[src/rtl/vseq_pkg.sv]
package vseq_pkg;

    localparam int REG_W    = 7;
    localparam int REG_LAST = (1 << REG_W) - 1;

    typedef logic [REG_W-1:0] reg_idx_t;

    typedef struct packed {
        reg_idx_t base;
        logic     is_vec;
    } opnd_t;

    typedef struct packed {
        opnd_t ra;
        opnd_t rb;
        opnd_t rt;
        logic  pm_en;
        logic  zero;
        logic  ff;
        logic  inv;
    } inst_t;

    typedef enum logic {ST_IDLE, ST_RUN} st_e;

    function automatic int unsigned vl_clamp(input int unsigned req,
                                             input int unsigned lim,
                                             input int unsigned cap);
        int unsigned r;
        r = (req < lim) ? req : lim;
        return (r < cap) ? r : cap;
    endfunction

endpackage

[src/rtl/vseq_opidx.sv]
module vseq_opidx
    import vseq_pkg::*;
#(
    parameter int VLW = 7
) (
    input  opnd_t          op,
    input  logic [VLW-1:0] elem,
    output reg_idx_t       idx,
    output logic           ovf
);
    localparam int SW = ((REG_W > VLW) ? REG_W : VLW) + 1;

    logic [SW-1:0] sum;

    always_comb begin
        sum = SW'(op.base) + (op.is_vec ? SW'(elem) : '0);
        idx = sum[REG_W-1:0];
        ovf = (sum > SW'(REG_LAST));
    end
endmodule

[src/rtl/vseq_vlreg.sv]
module vseq_vlreg
    import vseq_pkg::*;
#(
    parameter int MAXEL = 64,
    parameter int VLW   = $clog2(MAXEL + 1)
) (
    input  logic           clk,
    input  logic           rst,
    input  logic           set_en,
    input  logic [VLW-1:0] set_len,
    input  logic [VLW-1:0] set_max,
    input  logic           shrink_en,
    input  logic [VLW-1:0] shrink_val,
    output logic [VLW-1:0] vl
);
    always_ff @(posedge clk) begin
        if (rst)
            vl <= '0;
        else if (shrink_en)
            vl <= shrink_val;
        else if (set_en)
            vl <= VLW'(vl_clamp(int'(set_len), int'(set_max), MAXEL));
    end
endmodule

[src/rtl/vseq_ctrl.sv]
module vseq_ctrl
    import vseq_pkg::*;
#(
    parameter int MAXEL = 64,
    parameter int VLW   = $clog2(MAXEL + 1)
) (
    input  logic             clk,
    input  logic             rst,
    input  logic             start,
    input  inst_t            inst_in,
    input  logic [MAXEL-1:0] pmask_in,
    input  logic [VLW-1:0]   vl,
    input  logic             any_ovf,
    input  logic             el_ready,
    input  logic             el_eq,
    output inst_t            ins_q,
    output logic [VLW-1:0]   elem,
    output logic             busy,
    output logic             el_valid,
    output logic             el_we,
    output logic             el_zero,
    output logic             done,
    output logic             idx_err,
    output logic             shrink_en,
    output logic [VLW-1:0]   shrink_val
);
    st_e              st;
    logic [MAXEL-1:0] pmask_q;
    logic [MAXEL-1:0] pm_sh;
    logic             pbit, active, last, hs, ff_fail, finish, advance, running;

    always_comb begin
        running    = (st == ST_RUN);
        pm_sh      = pmask_q >> elem;
        pbit       = !ins_q.pm_en || pm_sh[0];
        active     = pbit || ins_q.zero;
        last       = ((elem + VLW'(1)) == vl);
        el_valid   = running && active && !any_ovf;
        el_we      = pbit;
        el_zero    = !pbit;
        hs         = el_valid && el_ready;
        ff_fail    = hs && ins_q.ff && pbit && (el_eq == ins_q.inv);
        finish     = running && ((active && any_ovf) ||
                                 (hs && (ff_fail || !ins_q.rt.is_vec || last)) ||
                                 (!active && last));
        advance    = running && !finish && (hs || !active);
        shrink_en  = ff_fail;
        shrink_val = elem;
        busy       = running;
    end

    always_ff @(posedge clk) begin
        if (rst) begin
            st      <= ST_IDLE;
            ins_q   <= '0;
            pmask_q <= '0;
            elem    <= '0;
            done    <= 1'b0;
            idx_err <= 1'b0;
        end else begin
            done <= 1'b0;
            if (st == ST_IDLE && start) begin
                ins_q   <= inst_in;
                pmask_q <= pmask_in;
                elem    <= '0;
                idx_err <= 1'b0;
                if (vl == '0) done <= 1'b1;
                else          st   <= ST_RUN;
            end
            if (finish) begin
                st   <= ST_IDLE;
                done <= 1'b1;
                if (active && any_ovf) idx_err <= 1'b1;
            end
            if (advance) elem <= elem + VLW'(1);
        end
    end
endmodule

[src/rtl/vec_elem_seq.sv]
module vec_elem_seq
    import vseq_pkg::*;
#(
    parameter int MAXEL = 64,
    localparam int VLW  = $clog2(MAXEL + 1)
) (
    input  logic             clk,
    input  logic             rst,
    input  logic             setvl_req,
    input  logic [VLW-1:0]   setvl_len,
    input  logic [VLW-1:0]   setvl_max,
    output logic [VLW-1:0]   vl_o,
    input  logic             start,
    input  logic [6:0]       ra_base,
    input  logic             ra_vec,
    input  logic [6:0]       rb_base,
    input  logic             rb_vec,
    input  logic [6:0]       rt_base,
    input  logic             rt_vec,
    input  logic [MAXEL-1:0] pmask,
    input  logic             pmask_en,
    input  logic             zero_en,
    input  logic             ff_en,
    input  logic             ff_inv,
    output logic             busy,
    output logic             el_valid,
    input  logic             el_ready,
    output logic [VLW-1:0]   el_num,
    output logic [6:0]       el_ra,
    output logic [6:0]       el_rb,
    output logic [6:0]       el_rt,
    output logic             el_we,
    output logic             el_zero,
    input  logic             el_eq,
    output logic             done,
    output logic             idx_err
);
    localparam int NOPS = 3;

    inst_t          inst_in, ins_q;
    logic [VLW-1:0] elem, shrink_val;
    logic           shrink_en;
    opnd_t          ops  [NOPS];
    reg_idx_t       idxs [NOPS];
    logic [NOPS-1:0] ovfs;

    always_comb begin
        inst_in.ra    = '{base: ra_base, is_vec: ra_vec};
        inst_in.rb    = '{base: rb_base, is_vec: rb_vec};
        inst_in.rt    = '{base: rt_base, is_vec: rt_vec};
        inst_in.pm_en = pmask_en;
        inst_in.zero  = zero_en;
        inst_in.ff    = ff_en;
        inst_in.inv   = ff_inv;
        ops[0] = ins_q.ra;
        ops[1] = ins_q.rb;
        ops[2] = ins_q.rt;
    end

    vseq_vlreg #(.MAXEL(MAXEL), .VLW(VLW)) u_vl (
        .clk(clk), .rst(rst),
        .set_en(setvl_req && !busy), .set_len(setvl_len), .set_max(setvl_max),
        .shrink_en(shrink_en), .shrink_val(shrink_val), .vl(vl_o)
    );

    for (genvar g = 0; g < NOPS; g++) begin : g_op
        vseq_opidx #(.VLW(VLW)) u_idx (
            .op(ops[g]), .elem(elem), .idx(idxs[g]), .ovf(ovfs[g])
        );
    end

    vseq_ctrl #(.MAXEL(MAXEL), .VLW(VLW)) u_ctrl (
        .clk(clk), .rst(rst), .start(start), .inst_in(inst_in), .pmask_in(pmask),
        .vl(vl_o), .any_ovf(|ovfs), .el_ready(el_ready), .el_eq(el_eq),
        .ins_q(ins_q), .elem(elem), .busy(busy), .el_valid(el_valid),
        .el_we(el_we), .el_zero(el_zero), .done(done), .idx_err(idx_err),
        .shrink_en(shrink_en), .shrink_val(shrink_val)
    );

    assign el_num = elem;
    assign el_ra  = idxs[0];
    assign el_rb  = idxs[1];
    assign el_rt  = idxs[2];
endmodule

[config.mk]
export PLATFORM = sky130hd
export DESIGN_NAME = vec_elem_seq
export DESIGN_NICKNAME = d
export VERILOG_FILES = /design/src/rtl/vseq_pkg.sv /design/src/rtl/vseq_opidx.sv /design/src/rtl/vseq_vlreg.sv /design/src/rtl/vseq_ctrl.sv /design/src/rtl/vec_elem_seq.sv
export SDC_FILE = /design/constraint.sdc
export NUM_CORES = 1
export LEC_CHECK = 0
export ABC_AREA = 0
export BUFFER_PORTS_ARGS = -buffer_cell sky130_fd_sc_hd__buf_2
export CAP_MARGIN = 20
export CORE_MARGIN = 2
export CORE_UTILIZATION = 29
export DETAILED_ROUTE_END_ITERATION = 12
export PLACE_DENSITY = 0.61
export SYNTH_ARGS = -nofsm -noshare
export SYNTH_HDL_FRONTEND = slang
export SYNTH_SLANG_ARGS = --single-unit
[constraint.sdc]
create_clock -name clk -period 4.12 [get_ports clk]
set_input_delay 0.824 -clock clk [delete_from_list [all_inputs] [get_ports clk]]
set_output_delay 0.824 -clock clk [all_outputs]
set_load 0.01 [all_outputs]
==> results.sh <==
export IMPL_p_sw_share_pct=28.1
export IMPL_async_flop_share_pct=0
export IMPL_hold_depth=2
export IMPL_antenna_found_initial=0
export IMPL_rr_startpoint="u_ctrl.elem[0]"
export IMPL_yosysTopAreaCell="dfxtp_1"
export IMPL_hold_class="flop to flop"
export IMPL_synth_nets=883
export IMPL_path_clk_slew_ns=0.07
export IMPL_use_met2_pct=25.6
export IMPL_setup_viol=0
export IMPL_holdPathEnd="u_ctrl.pmask_q[63]"
export IMPL_critPathCaptureType="output port"
export IMPL_grt_total_usage_pct=16.3
export IMPL_start_util_pct=29.6
export IMPL_multi_input_area_um2=3500
export IMPL_worstReg2RegEnd="u_ctrl.elem[3]"
export IMPL_n_fill_cell=2173
export IMPL_crit_chain="buf_4 > and2_1 > ha_1 > a211oi_1 > o21bai_1 > a2111oi_0 > o32ai_1 > nand2b_1 > nor3b_2 > buf_2"
export IMPL_fin_crit_ns=3.88
export IMPL_syn_area_per_cell_um2=8.10
export IMPL_io_pins=153
export IMPL_crit_buf_inv=2
export IMPL_grt_max_degree=100
export IMPL_busiest_layer="met2"
export IMPL_run_status="finished clean"
export IMPL_viasPerCell=4.83
export IMPL_cpMaxStageDelayCell="a2111oi_0"
export IMPL_cts_hold_buf=0
export IMPL_clk_path_buf_depth=2
export IMPL_vias=5515
export IMPL_p_int_w=0.00185
export IMPL_final_cell_area_um2=7340
export IMPL_cp_top_family="compound AO/OA/AOI/OAI gates"
export IMPL_synth_area_leaders="dfxtp_1 36%, nand2_1 13%, a21oi_1 10%"
export IMPL_die_area_um2=21800
export IMPL_gr_total_overflow=0
export IMPL_cts_max_level=3
export IMPL_slew_limit_headroom_pct=33.6
export IMPL_switchingPower_w=0.000722
export IMPL_cts_root_buf="clkbuf_16"
export IMPL_fin_cells=1142
export IMPL_post_cts_resized=0
export IMPL_synth_seq_cells=109
export IMPL_reg2reg_depth=12
export IMPL_rows=52
export IMPL_synth_compound_area_share_pct=19.3
export IMPL_arrival_ns=3.05
export IMPL_critPathRequiredTime_ns=3.30
export IMPL_chipWidth_um=148
export IMPL_p_comb_share_pct=17.2
export IMPL_netlist_cell_type_count=64
export IMPL_finalMaxSlewViolations=0
export IMPL_fin_setup_tns_ns=0
export IMPL_grt_pass1_wl_um=27900
export IMPL_synthToLayoutAreaGrowth_pct=22.4
export IMPL_placed_area_um2=6990
export IMPL_leakage_nw=3.25
export IMPL_path_max_fanout=7
export IMPL_seq_area_um2=2180
export IMPL_ant_nets=0
export IMPL_synthSimpleGateAreaFrac_pct=21.7
export IMPL_utilization_pct=36.3
export IMPL_wl_per_cell_um=15.7
export IMPL_muxShareOfSynthArea_pct=6.83
export IMPL_dp_cells=1124
export IMPL_drc=0
export IMPL_dp_hpwl_um=13400
export IMPL_cts_sinks=109
export IMPL_dr_first_iter_drc_count=333
export IMPL_cts_tree="yes"
export IMPL_clkPwrFrac_pct=36.6
export IMPL_die_h_um=148
export IMPL_hp_start="u_ctrl.pmask_q[63]"
export IMPL_rrSetupSlack_ns=0.80
export IMPL_use_met1_pct=22.4
export IMPL_rsz0062_at_grt="no"
export IMPL_yosysWarnings=0
export IMPL_routed_wl_um=17900
export IMPL_met3_usage_pct=3.64
export IMPL_clkLatencyLatePin_ns=0.36
export IMPL_synth_top_area_share_pct=36.4
export IMPL_synth_xor_area_share_pct=3.30
export IMPL_postCtsSetupRepairBufs=0
export IMPL_tightest_slew_ns=0.994
export IMPL_p_per_area_nw_per_um2=351
export IMPL_cts_buffers=9
export IMPL_grt_pass1_vias=5295
export IMPL_crit_type="flop to output port"
export IMPL_synth_edf_count=0
export IMPL_synth_area_um2=5990
export IMPL_firstDrtPassIters=5
export IMPL_max_freq_mhz=258
export IMPL_slowest_delay_ns=0.45
export IMPL_syn_inst=740
export IMPL_finalCritPeriodShare_pct=94.1
export IMPL_finalHoldWorstSlack_ns=0.454
export IMPL_pwr_share_seq_pct=46.2
export IMPL_ys_seq_area_share_pct=36.4
export IMPL_fin_nets=1010
export IMPL_cap_violations=0
export IMPL_synth_flop_cell="dfxtp_1"
export IMPL_synth_adder_area_share_pct=6.85
export IMPL_vdd_ir_drop_max_uv=196
export IMPL_cp_depth=10
export IMPL_port_buffers=152
export IMPL_layout_drive_gt1_share_pct=23.5
export IMPL_start_kind="flop"
export IMPL_skew_ns=0.00789
export IMPL_hold_viol=0
export IMPL_place_congestion=0.859
export IMPL_synth_top_family_by_area="simple AND/OR/NAND/NOR gates"
export IMPL_core_area_um2=20200
-- layout make-up --
type | count | share of cell area, %
multi-input cells | 551 | 47.7
clock inverters | 5 | 1.13
inverters | 31 | 1.59
well taps | 270 | 4.60
flip-flops and latches | 109 | 29.7
clock buffers | 10 | 3.12
diodes | 1 | 0.0341
repair buffers | 165 | 12.1
-- sequential cells by signal, summed over array words and instances, names as in the netlist --
| register | cells |
|---|---|
| u_vl.vl | 7 |
| u_ctrl.elem | 7 |
| u_ctrl.idx_err | 1 |
| u_ctrl.done | 1 |
| u_ctrl.busy | 1 |
| u_ctrl.pmask_q | 64 |
| u_ctrl.ins_q | 28 |
-- power groups by stage --
stage	Sequential, W	Combinational [W]	Clock [W]
after floorplan	0.00119	0.000283	0
after global placement	0.00121	0.000430	0
after detailed placement	0.00121	0.000436	0
after CTS	0.00119	0.000438	0.000970
after global routing	0.00120	0.000495	0.00100
final	0.00119	0.000442	0.000942
-- kinds of logic (layout without fill, tap and decap cells) --
group | Yosys count | after routing
AND/OR/NAND/NOR | 293 | 293
AO/OA/AOI/OAI | 186 | 186
flip-flops | 109 | 109
buffers and inverters | 80 | 211
adder cells (fa/ha/maj) | 31 | 31
XOR/XNOR | 21 | 21
multiplexers | 20 | 20
other | 0 | 1
-- how the worst max path moves through the flow --
stage,start,end,slack (ns)
6_report,u_ctrl.elem[0],el_valid,0.24
5_1_grt,u_ctrl.elem[0],el_valid,0.1
4_1_cts,u_ctrl.elem[0],el_valid,0.14
3_5_place_dp,u_ctrl.elem[0],el_valid,0.57
3_3_place_gp,u_ctrl.elem[0],el_valid,0.63
2_1_floorplan,u_ctrl.elem[1],el_valid,0.67
-- per-layer routing --
layer | share of wire, % | up-vias
met3 | 6.5 | 23
met4 | 2.0 | 0
li1 | - | 2791
met5 | 0 | -
met1 | 47 | 2541
met2 | 44 | 160
-- per-stage QoR --
stage / setup WS, ns / power [W]
CTS: 0.143 / 0.00260
detailed placement: 0.566 / 0.00165
global route: 0.0950 / 0.00270
finish: 0.243 / 0.00257
floorplan: 0.672 / 0.00147
global placement: 0.626 / 0.00164
-- placed cells by master (no fill, tap or decap), drive strengths merged, types with 9 or more instances in the layout --
master and n:
clkbuf 10, nor3b 15, mux4 15, and3 9
nand2 202, a21o 9, dfxtp 109, a21oi 123
nor2 23, xnor2 15, o21ai 15, buf 165
and2 15, inv 32, ha 28
-- worst min-delay path: stages (launching register included) --
cell and delay (ns):
dfxtp_1 0.31, nand2_1 0.05, a21oi_1 0.05
-- synthesized netlist by cell type, types with 2 or more instances --
master / count
dfxtp_1: 109
and2_1: 14
buf_1: 2
a311oi_1: 3
nor3_1: 7
o32a_1: 2
nand3_1: 5
nor3b_1: 15
ha_1: 28
nand2_1: 202
xor2_1: 5
a31oi_1: 3
and3_1: 9
buf_2: 3
nor2_1: 23
a21o_1: 9
inv_1: 30
xnor2_1: 15
a211oi_1: 5
mux2i_1: 3
mux4_2: 10
o21bai_1: 3
a21oi_1: 123
clkbuf_1: 39
o31ai_1: 2
o21ai_0: 15
mux4_1: 5
or3_1: 3
o211ai_1: 2
buf_6: 3
nand2b_1: 4
nor2b_1: 4
fa_1: 3
buf_4: 2
Note: power is estimated with default switching activity, not from simulation.
